[src/rtl/txf_pkg.sv]
package txf_pkg;

    localparam int PIX_W    = 14;
    localparam int SYM_W    = PIX_W / 2;
    localparam int WORD_W   = 32;
    localparam int PIX0_LSB = 0;
    localparam int PIX1_LSB = 16;
    localparam int LANES    = PIX_W / SYM_W;

    typedef enum logic [2:0] {
        PH_WAIT, PH_LEAD, PH_PRE, PH_SYNC, PH_DATA, PH_IDLE
    } phase_e;

    typedef enum logic [1:0] {
        SRC_IDLE, SRC_PRE, SRC_SYNC, SRC_PIX
    } src_e;

    function automatic logic [PIX_W-1:0] pick_pixel(
        input logic [WORD_W-1:0] w, input logic hi);
        return hi ? w[PIX1_LSB +: PIX_W] : w[PIX0_LSB +: PIX_W];
    endfunction

endpackage

[src/rtl/txf_seq.sv]
module txf_seq
    import txf_pkg::*;
#(
    parameter int LEN_W = 12,
    parameter int CNT_W = 20
) (
    input  logic             clk,
    input  logic             rst,
    input  logic             load,
    input  logic [CNT_W-1:0] cfg_start_min,
    input  logic [LEN_W-1:0] cfg_lead_len,
    input  logic [LEN_W-1:0] cfg_pre_len,
    input  logic [LEN_W-1:0] cfg_sync_len,
    input  logic [LEN_W-1:0] cfg_line_len,
    input  logic [LEN_W-1:0] cfg_idle_len,
    input  logic [LEN_W-1:0] cfg_lines,
    input  logic [CNT_W-1:0] fifo_count,
    output src_e             src,
    output logic             pix_hi,
    output logic             fifo_pop,
    output logic             underrun
);

    phase_e           ph_q, ph_d;
    logic [LEN_W-1:0] cnt_q, cnt_d, line_q, line_d;
    logic             half_q, half_d, stall_q, stall_d, und_q, und_d;
    logic             have_min, fifo_empty;

    always_comb begin
        have_min   = fifo_count >= cfg_start_min;
        fifo_empty = fifo_count == '0;
        ph_d       = ph_q;
        cnt_d      = cnt_q;
        line_d     = line_q;
        half_d     = half_q;
        stall_d    = stall_q;
        und_d      = und_q;
        src        = SRC_IDLE;
        fifo_pop   = 1'b0;
        case (ph_q)
            PH_WAIT: begin
                if (have_min) begin
                    ph_d  = (cfg_lead_len == '0) ? PH_PRE : PH_LEAD;
                    cnt_d = '0;
                end
            end
            PH_LEAD: begin
                if (cnt_q == cfg_lead_len - 1'b1) begin
                    ph_d  = PH_PRE;
                    cnt_d = '0;
                end else cnt_d = cnt_q + 1'b1;
            end
            PH_PRE: begin
                src = SRC_PRE;
                if (cnt_q == cfg_pre_len - 1'b1) begin
                    ph_d  = PH_SYNC;
                    cnt_d = '0;
                end else cnt_d = cnt_q + 1'b1;
            end
            PH_SYNC: begin
                src = SRC_SYNC;
                if (cnt_q == cfg_sync_len - 1'b1) begin
                    ph_d   = PH_DATA;
                    cnt_d  = '0;
                    line_d = '0;
                end else cnt_d = cnt_q + 1'b1;
            end
            PH_DATA: begin
                if (stall_q) begin
                    if (have_min) stall_d = 1'b0;
                end else if (!half_q && fifo_empty) begin
                    stall_d = 1'b1;
                    und_d   = 1'b1;
                end else begin
                    src      = SRC_PIX;
                    fifo_pop = load && !half_q;
                    half_d   = !half_q;
                    if (cnt_q == cfg_line_len - 1'b1) begin
                        ph_d  = PH_IDLE;
                        cnt_d = '0;
                    end else cnt_d = cnt_q + 1'b1;
                end
            end
            default: begin
                if (cnt_q == cfg_idle_len - 1'b1) begin
                    cnt_d = '0;
                    if (line_q == cfg_lines - 1'b1) begin
                        ph_d   = PH_PRE;
                        line_d = '0;
                    end else begin
                        ph_d   = PH_DATA;
                        line_d = line_q + 1'b1;
                    end
                end else cnt_d = cnt_q + 1'b1;
            end
        endcase
    end

    always_ff @(posedge clk) begin
        if (rst) begin
            ph_q    <= PH_WAIT;
            cnt_q   <= '0;
            line_q  <= '0;
            half_q  <= 1'b0;
            stall_q <= 1'b0;
            und_q   <= 1'b0;
        end else if (load) begin
            ph_q    <= ph_d;
            cnt_q   <= cnt_d;
            line_q  <= line_d;
            half_q  <= half_d;
            stall_q <= stall_d;
            und_q   <= und_d;
        end
    end

    assign pix_hi   = half_q;
    assign underrun = und_q;

    // Tracking state for the checks below.
    logic armed_q, owe_q;
    always_ff @(posedge clk) begin
        if (rst) begin
            armed_q <= 1'b0;
            owe_q   <= 1'b0;
        end else begin
            if (load && have_min) armed_q <= 1'b1;
            if (fifo_pop) owe_q <= 1'b1;
            else if (load && src == SRC_PIX && half_q) owe_q <= 1'b0;
        end
    end

    AST_NO_POP_EMPTY: assert property (@(posedge clk) disable iff (rst)
        fifo_pop |-> fifo_count != '0);
    AST_POP_AFTER_START: assert property (@(posedge clk) disable iff (rst)
        fifo_pop |-> armed_q);
    AST_UNDERRUN_STICKY: assert property (@(posedge clk) disable iff (rst)
        underrun |=> underrun);
    AST_PIX1_BEFORE_POP: assert property (@(posedge clk) disable iff (rst)
        fifo_pop |-> !owe_q);

endmodule

[src/rtl/txf_unpack.sv]
module txf_unpack
    import txf_pkg::*;
(
    input  logic              clk,
    input  logic              rst,
    input  logic              fifo_pop,
    input  logic [WORD_W-1:0] fifo_data,
    input  logic              pix_hi,
    input  src_e              src,
    input  logic [PIX_W-1:0]  pat_pre,
    input  logic [PIX_W-1:0]  pat_sync,
    input  logic [PIX_W-1:0]  pat_data,
    input  logic [PIX_W-1:0]  pat_idle,
    output logic [PIX_W-1:0]  sym_bits
);

    logic [WORD_W-1:0] word_q;
    logic [PIX_W-1:0]  pixel;

    always_ff @(posedge clk) begin
        if (rst) word_q <= '0;
        else if (fifo_pop) word_q <= fifo_data;
    end

    // Pixel 0 comes straight from the FIFO head; pixel 1 from the held word.
    assign pixel = pix_hi ? pick_pixel(word_q, 1'b1) : pick_pixel(fifo_data, 1'b0);

    always_comb begin
        case (src)
            SRC_PRE:  sym_bits = pat_pre;
            SRC_SYNC: sym_bits = pat_sync;
            SRC_PIX:  sym_bits = pixel ^ pat_data;
            default:  sym_bits = pat_idle;
        endcase
    end

endmodule

[src/rtl/txf_lane_ser.sv]
module txf_lane_ser
    import txf_pkg::*;
(
    input  logic             clk,
    input  logic             rst,
    input  logic             load,
    input  logic [SYM_W-1:0] sym,
    output logic             bit_out
);

    logic [SYM_W-1:0] sh_q;

    always_ff @(posedge clk) begin
        if (rst) sh_q <= '0;
        else if (load) sh_q <= sym;
        else sh_q <= {sh_q[SYM_W-2:0], 1'b0};
    end

    assign bit_out = sh_q[SYM_W-1];

endmodule

[src/rtl/txf_top.sv]
module txf_top
    import txf_pkg::*;
#(
    parameter int LEN_W = 12,
    parameter int CNT_W = 20
) (
    input  logic              clk,
    input  logic              rst,
    input  logic [CNT_W-1:0]  cfg_start_min,
    input  logic [LEN_W-1:0]  cfg_lead_len,
    input  logic [LEN_W-1:0]  cfg_pre_len,
    input  logic [LEN_W-1:0]  cfg_sync_len,
    input  logic [LEN_W-1:0]  cfg_line_len,
    input  logic [LEN_W-1:0]  cfg_idle_len,
    input  logic [LEN_W-1:0]  cfg_lines,
    input  logic [PIX_W-1:0]  pat_pre,
    input  logic [PIX_W-1:0]  pat_sync,
    input  logic [PIX_W-1:0]  pat_data,
    input  logic [PIX_W-1:0]  pat_idle,
    input  logic [WORD_W-1:0] fifo_data,
    input  logic [CNT_W-1:0]  fifo_count,
    output logic              fifo_pop,
    output logic              tx_lane0,
    output logic              tx_lane1,
    output logic              tx_sync,
    output logic              tx_sym,
    output logic              underrun
);

    localparam int BC_W = $clog2(SYM_W);
    localparam logic [BC_W-1:0] BC_LAST = BC_W'(SYM_W - 1);

    logic [BC_W-1:0]  bit_cnt_q;
    logic             sym_load, pix_hi;
    src_e             src;
    logic [PIX_W-1:0] sym_bits;
    logic [LANES-1:0] lane_bits;

    assign sym_load = bit_cnt_q == BC_LAST;

    always_ff @(posedge clk) begin
        if (rst) begin
            bit_cnt_q <= BC_LAST;
            tx_sync   <= 1'b0;
            tx_sym    <= 1'b0;
        end else begin
            bit_cnt_q <= sym_load ? '0 : bit_cnt_q + 1'b1;
            tx_sym    <= sym_load;
            if (sym_load) tx_sync <= src == SRC_SYNC;
        end
    end

    txf_seq #(.LEN_W(LEN_W), .CNT_W(CNT_W)) u_seq (
        .clk(clk), .rst(rst), .load(sym_load),
        .cfg_start_min(cfg_start_min), .cfg_lead_len(cfg_lead_len),
        .cfg_pre_len(cfg_pre_len), .cfg_sync_len(cfg_sync_len),
        .cfg_line_len(cfg_line_len), .cfg_idle_len(cfg_idle_len),
        .cfg_lines(cfg_lines), .fifo_count(fifo_count),
        .src(src), .pix_hi(pix_hi), .fifo_pop(fifo_pop), .underrun(underrun)
    );

    txf_unpack u_unpack (
        .clk(clk), .rst(rst), .fifo_pop(fifo_pop), .fifo_data(fifo_data),
        .pix_hi(pix_hi), .src(src), .pat_pre(pat_pre), .pat_sync(pat_sync),
        .pat_data(pat_data), .pat_idle(pat_idle), .sym_bits(sym_bits)
    );

    for (genvar g = 0; g < LANES; g++) begin : g_lane
        txf_lane_ser u_ser (
            .clk(clk), .rst(rst), .load(sym_load),
            .sym(sym_bits[g*SYM_W +: SYM_W]), .bit_out(lane_bits[g])
        );
    end

    assign tx_lane0 = lane_bits[0];
    assign tx_lane1 = lane_bits[1];

    AST_SYNC_HELD: assert property (@(posedge clk) disable iff (rst)
        !sym_load |=> $stable(tx_sync));
    AST_SYM_PULSE: assert property (@(posedge clk) disable iff (rst)
        tx_sym |=> !tx_sym);
    AST_POP_ON_BOUNDARY: assert property (@(posedge clk) disable iff (rst)
        fifo_pop |-> sym_load);

endmodule

[config.mk]
export PLATFORM = sky130hd
export DESIGN_NAME = txf_top
export DESIGN_NICKNAME = d
export VERILOG_FILES = /design/src/rtl/txf_pkg.sv /design/src/rtl/txf_seq.sv /design/src/rtl/txf_unpack.sv /design/src/rtl/txf_lane_ser.sv /design/src/rtl/txf_top.sv
export SDC_FILE = /design/constraint.sdc
export NUM_CORES = 1
export LEC_CHECK = 0
export BUFFER_PORTS_ARGS = -buffer_cell sky130_fd_sc_hd__buf_2
export CORE_MARGIN = 5
export CORE_UTILIZATION = 53
export DETAILED_ROUTE_END_ITERATION = 8
export PLACE_DENSITY = 0.83
export SYNTH_ARGS = -nofsm -noshare
export SYNTH_HDL_FRONTEND = slang
export SYNTH_SLANG_ARGS = --single-unit
[constraint.sdc]
create_clock -name clk -period 4.2 [get_ports clk]
set_clock_uncertainty 0.2 [all_clocks]
set_input_delay 0.63 -clock clk [delete_from_list [all_inputs] [get_ports clk]]
set_output_delay 0.63 -clock clk [all_outputs]
set_load 0.1 [all_outputs]
==> results of run 1 <==
## worst register-to-register path, delay by kind of cell (launching register included)
family	cells	cell delay, ps
buffers and inverters	2	430
AOI/OAI and AO/OA	4	700
xor gates and xnor gates	1	280
and+or+nand+nor	4	970
DFF	1	510
## per-stage QoR
step | util | hold slack, ps | std cells | worst slack (ps) | total power, uW
floorplan | - | 236 | 868 | 691 | 1040
global placement | 0.629 | 242 | 1177 | 403 | 1240
detailed placement | 0.629 | 247 | 1177 | 333 | 1250
CTS | 0.655 | 255 | 1193 | 656 | 2000
global route | 0.655 | 276 | 1193 | 415 | 2100
finish | 0.655 | 254 | 1193 | 604 | 2000
## cell families (layout without fill, tap and decap cells)
logic type,after synthesis,in the layout
buffers and inverters,97,275
muxes,34,34
adders and majority gates,29,29
and+or+nand+nor,348,348
xor gates and xnor gates,97,97
DFF,63,63
AOI/OAI and AO/OA,200,200
## layout make-up
type | count | area [um^2]
clock buffer | 10 | 239
clock inverter | 6 | 68.8
fill | 1048 | 4120
inverter | 42 | 158
multi-input combinational | 708 | 4760
sequential | 63 | 1260
tap | 147 | 184
timing repair buffer | 217 | 1120
## synthesized netlist by cell type, types with 12 or more instances
cell type | instances | area, um^2
nand2_1 | 63 | 236
xnor2_1 | 61 | 534
inv_1 | 42 | 158
clkbuf_1 | 45 | 169
nand4_1 | 17 | 106
dfxtp_1 | 63 | 1260
a221oi_1 | 13 | 114
o21ai_0 | 45 | 225
xor2_1 | 36 | 315
nor3_1 | 50 | 250
a21oi_1 | 56 | 280
nand2b_1 | 19 | 119
a21o_1 | 12 | 90.1
nor3b_1 | 12 | 90.1
nand3_1 | 18 | 90.1
ha_1 | 29 | 363
nor4_1 | 15 | 93.8
nor2_1 | 64 | 240
or4_1 | 15 | 113
mux2i_1 | 33 | 330
and3_1 | 21 | 131
## power by group
part           total, uW  switching [uW]  internal (uW)
clock network        751             273            478
logic                599             345            254
registers            649            20.9            628
total               2000             639           1360
## sequential cells by signal, indices dropped and copies added, names as in the netlist
name               count
u_seq.ph_q             3
bit_cnt_q              3
u_seq.cnt_q           12
u_seq.underrun         1
u_unpack.word_q       14
u_seq.line_q          12
g_lane.u_ser.sh_q     14
u_seq.stall_q          1
tx_sync                1
u_seq.pix_hi           1
tx_sym                 1
## per-layer routing
metal,global-route usage,wire length [um],part of all wire
met1,0.313,8000,0.42
met5,0,0,0
met3,0.0457,1330,0.070
met4,0.0458,200,0.011
met2,0.442,9430,0.50
## final timing paths
| path | slack (ps) | startpoint | endpoint |
|---|---|---|---|
| min reg2reg | 250 | u_unpack.word_q[16] | u_unpack.word_q[16] |
| min | 250 | u_unpack.word_q[16] | u_unpack.word_q[16] |
| max | 600 | cfg_lead_len[0] | u_seq.ph_q[1] |
| max reg2reg | 1020 | u_seq.cnt_q[8] | u_seq.line_q[8] |
==> results.yml, run 1 <==
status:
  status: "completed"
global_routing:
  grt_pass1_vias: 6501
  antenna_found_initial: 0
  overflow: 0
  grt_pass1_wl_mm: 30.1
  grt_max_degree: 61
  track_usage: 0.248
power_and_ir_drop:
  cellLeakagePower_uw: 0.00330
  ir_drop_mv: 0.261
  power_density_nw_per_um2: 256
sta:
  post-route-period-util: 0.856
  maxSlewHeadroom: 0.487
  min_period_ps: 3600
  finalSetupViolations: 0
  fin_setup_tns_ps: 0
  worstMarginPinSlew_ps: 769
  hold_viol: 0
  slew_violations: 0
  rsz0062_at_grt: "no"
  fmax_mhz: 278
critical_path:
  required_ps: 4250
  crit_family: "simple AND/OR/NAND/NOR gates"
  end_kind: "flop"
  startpoint_type: "input port"
  rr_worst_depth: 11
  critical_path_class: "input port to flop"
  worstSetupPathDepth: 12
  slowest_stage: "or4b_2"
  path_buf_inv: 2
  path_max_fanout: 7
  path_common_cell: "mux2i_1"
  worstPathCellList: "buf_2 > inv_1 > ha_1 > or4b_2 > nor3b_1 > mux2i_1 > a22oi_1 > a41o_1 > and3_1 > and4_4 > o21ai_1 > mux2i_1"
  cp.arrival_ps: 3650
  slowest_delay_ps: 660
layout:
  nNetsFinal: 1272
  final_common_cell: "buf_2"
  num_antenna_cells: 0
  area_growth_pct: 21.8
  mostFrequentLayoutCells: "203 x buf_2, 64 x nor2_1, 63 x nand2_1, 63 x dfxtp_1, 61 x xnor2_1"
  drive_above_1_share: 0.241
  design_area_um2: 7800
logic_synthesis:
  synth_fp_nets: 1099
  avgSynthCellArea_um2: 7.37
  synthMuxAreaShare: 0.0534
  synth-xor-area-share: 0.133
  ys_ff_latch: 63
  syn_inst: 868
  synth_top_family_by_area: "simple AND/OR/NAND/NOR gates"
  synth_compound_area_frac: 0.204
  synth-edff-count: 0
  yosysWarnings: 0
  async_reset_ff_frac: 0
  ys_types: 73
  synthFlopType: "dfxtp_1"
  seq_area_frac_synth: 0.197
  synthSimpleGateAreaFrac: 0.297
  synthAdderAreaFrac: 0.0567
  synth_area_um2: 6400
drt:
  num_vias: 7083
  drc_errors: 0
  avgRoutedWirePerCell_um: 15.9
  ant_nets: 0
  first_pass_iters: 5
  wl_mm: 19.0
  via_per_inst: 5.94
  first_iter_violations: 504
clocking:
  cts.sinks: 63
  post_cts.repair.setup_buffers: 0
  hold_buffers: 0
  cts_buffers: 9
  cts-root-buf: "clkbuf_16"
  cts.path.max_buffers: 2
  clk_pin_slew_worst_paths_ps: 60
  htreeDepth: 3
  clk_latency_ps: 330
  cts_tree: "yes"
  cts.repair.resized: 0
floorplanning:
  rows: 40
  die_area_um2: 14400
  core_area_um2: 11900
  die_y_um: 120
  ios: 208
  initial_utilization: 0.537
  chipWidth_um: 120
hold_path:
  hold_path.class: "flop to flop"
  min_delay_path_depth: 2
place:
  place_area_um2: 7490
  portBuffers: 203
  gp_routability_congestion: 0.907
  dp_hpwl_mm: 14.6
job:
  cap_violations: 0
Power figures use the tool's default switching activity.
==> run 2: changes to the inputs <==
--- a/config.mk
+++ b/config.mk
@@ -10,6 +10,7 @@
 export CORE_UTILIZATION = 53
 export DETAILED_ROUTE_END_ITERATION = 8
 export PLACE_DENSITY = 0.83
+export RECOVER_POWER = 50
 export SYNTH_ARGS = -nofsm -noshare
 export SYNTH_HDL_FRONTEND = slang
 export SYNTH_SLANG_ARGS = --single-unit
==> run 2 against run 1 <==
Effect of this change:
- the run now ends with max-capacitance violations, max-slew violations left
- clock power about the same
- maximum frequency increased by 0.32%
- combinational power about the same
- first-iteration DRC count decreased by 7.9%
- register-to-register slack got worse by 50 ps
- die area unchanged
- power decreased by 0.16%
- critical endpoint unchanged
- largest cell class unchanged
==> results.yml, run 2 (synthesized netlist as in run 1, its figures left out) <==
power_and_ir_drop:
  switchingPower_uw: 637
  pwr-share-clk: 0.376
  p_sw_frac: 0.319
  power_frac_seq: 0.325
  power_density_nw_per_um2: 256
  internal_power_uw: 1360
  ir_drop_mv: 0.261
  cellLeakagePower_uw: 0.00327
  combinationalPowerShare: 0.299
place:
  portBuffers: 203
  dp_hpwl_mm: 14.6
  gp_routability_congestion: 0.907
  place_ws_ps: 333
sta:
  maxSlewHeadroom: -0.768
  finalSetupViolations: 0
  fin_setup_tns_ps: 0
  worstMarginPinSlew_ps: 2650
  hold_viol: 0
  post-route-period-util: 0.854
  setup_ws_ps: 615
  fmax_mhz: 279
  slew_violations: 61
  rsz0062_at_grt: "no"
  min_period_ps: 3580
critical_path:
  required_ps: 4250
  crit_family: "simple AND/OR/NAND/NOR gates"
  critical_path_class: "input port to flop"
  path_buf_inv: 2
  startpoint_type: "input port"
  slowest_delay_ps: 660
  slowest_stage: "or4b_2"
  worstPathCellList: "buf_2 > inv_1 > ha_1 > or4b_2 > nor3b_1 > mux2i_1 > a22oi_1 > a41o_1 > and3_1 > and4_4 > o21ai_1 > mux2i_1"
  cp.arrival_ps: 3640
  path_common_cell: "mux2i_1"
  path_max_fanout: 7
  end_kind: "flop"
clocking:
  hold_buffers: 0
  post_cts.repair.setup_buffers: 0
  cts.path.max_buffers: 2
  cts_buffers: 9
  clk_latency_ps: 320
  clk_pin_slew_worst_paths_ps: 60
  cts.sinks: 63
  cts.repair.resized: 0
  cts-root-buf: "clkbuf_16"
  cts_tree: "yes"
  htreeDepth: 3
layout:
  area_growth_pct: 21.6
  nFillCells: 1056
  num_antenna_cells: 0
  drive_above_1_share: 0.234
  largestRegisters: "g_lane.u_ser.sh_q: 14 flops, u_unpack.word_q: 14 flops"
  mostFrequentLayoutCells: "197 x buf_2, 64 x nor2_1, 63 x nand2_1, 63 x dfxtp_1, 61 x xnor2_1"
  final_common_cell: "buf_2"
  nNetsFinal: 1272
drt:
  first_iter_violations: 464
  avgRoutedWirePerCell_um: 15.8
  ant_nets: 0
  wl_mm: 18.9
  num_vias: 7095
  first_pass_iters: 5
  drc_errors: 0
  via_per_inst: 5.95
floorplanning:
  chipWidth_um: 120
  die_area_um2: 14400
  ios: 208
  rows: 40
  die_y_um: 120
  core_area_um2: 11900
  initial_utilization: 0.537
status:
  violations: "max-capacitance violations, max-slew violations"
  status: "finished, violations left"
hold_path:
  hold_path.class: "flop to flop"
global_routing:
  grt_pass1_vias: 6501
  antenna_found_initial: 0
  grt_pass1_wl_mm: 30.1
  track_usage: 0.248
  overflow: 0
  grt_max_degree: 61
job:
  cap_violations: 1
## run 2: cell type report
type / count / area [um^2] / share of cell area
clock buffers: 10 / 239 / 0.0307
multi-input cells: 708 / 4760 / 0.612
clock inverters: 6 / 68.8 / 0.00884
repair buffers: 217 / 1110 / 0.143
inverters: 42 / 158 / 0.0203
flip-flops and latches: 63 / 1260 / 0.162
well taps: 147 / 184 / 0.0236
## run 2: worst min-delay path, delay by kind of cell, from the launching register on
family          cells  cell delay (ps)
flops               1              300
simple gates        1               50
compound gates      1               50
## run 2: worst paths after layout
path / startpoint / to / slack (ps) / depth (start not counted)
worst max-delay path: cfg_lead_len[0] / u_seq.ph_q[1] / 620 / 12
worst min-delay path: u_unpack.word_q[16] / u_unpack.word_q[16] / 250 / 2
worst max register to register: u_seq.cnt_q[8] / u_seq.line_q[8] / 970 / 11
worst min register to register: u_unpack.word_q[16] / u_unpack.word_q[16] / 250 / 2
## run 2: metal layers
| layer | GRT usage | vias to the layer above | part of all wire |
|---|---|---|---|
| met4 | 0.0458 | 0 | 0.010 |
| met2 | 0.442 | 292 | 0.50 |
| met5 | 0 | - | 0 |
| met1 | 0.313 | 3260 | 0.42 |
| li1 | - | 3521 | - |
| met3 | 0.0457 | 22 | 0.071 |
## run 2: metrics by stage
stage	std cells	power, uW	hold slack, ps	area [um^2]	utilization
after CTS	1193	2000	255	7800	0.655
final	1193	2000	253	7780	0.654
after detailed placement	1177	1250	247	7490	0.629
after global placement	1177	1240	242	7490	0.629
after floorplan	868	1040	236	6400	-
after global routing	1193	2090	276	7780	0.654
## run 2: power groups by stage
stage,registers [uW],clock network [uW],logic [uW]
CTS,649,757,594
global route,653,783,658
detailed placement,661,0,588
floorplan,685,0,351
finish,649,750,597
global placement,659,0,577
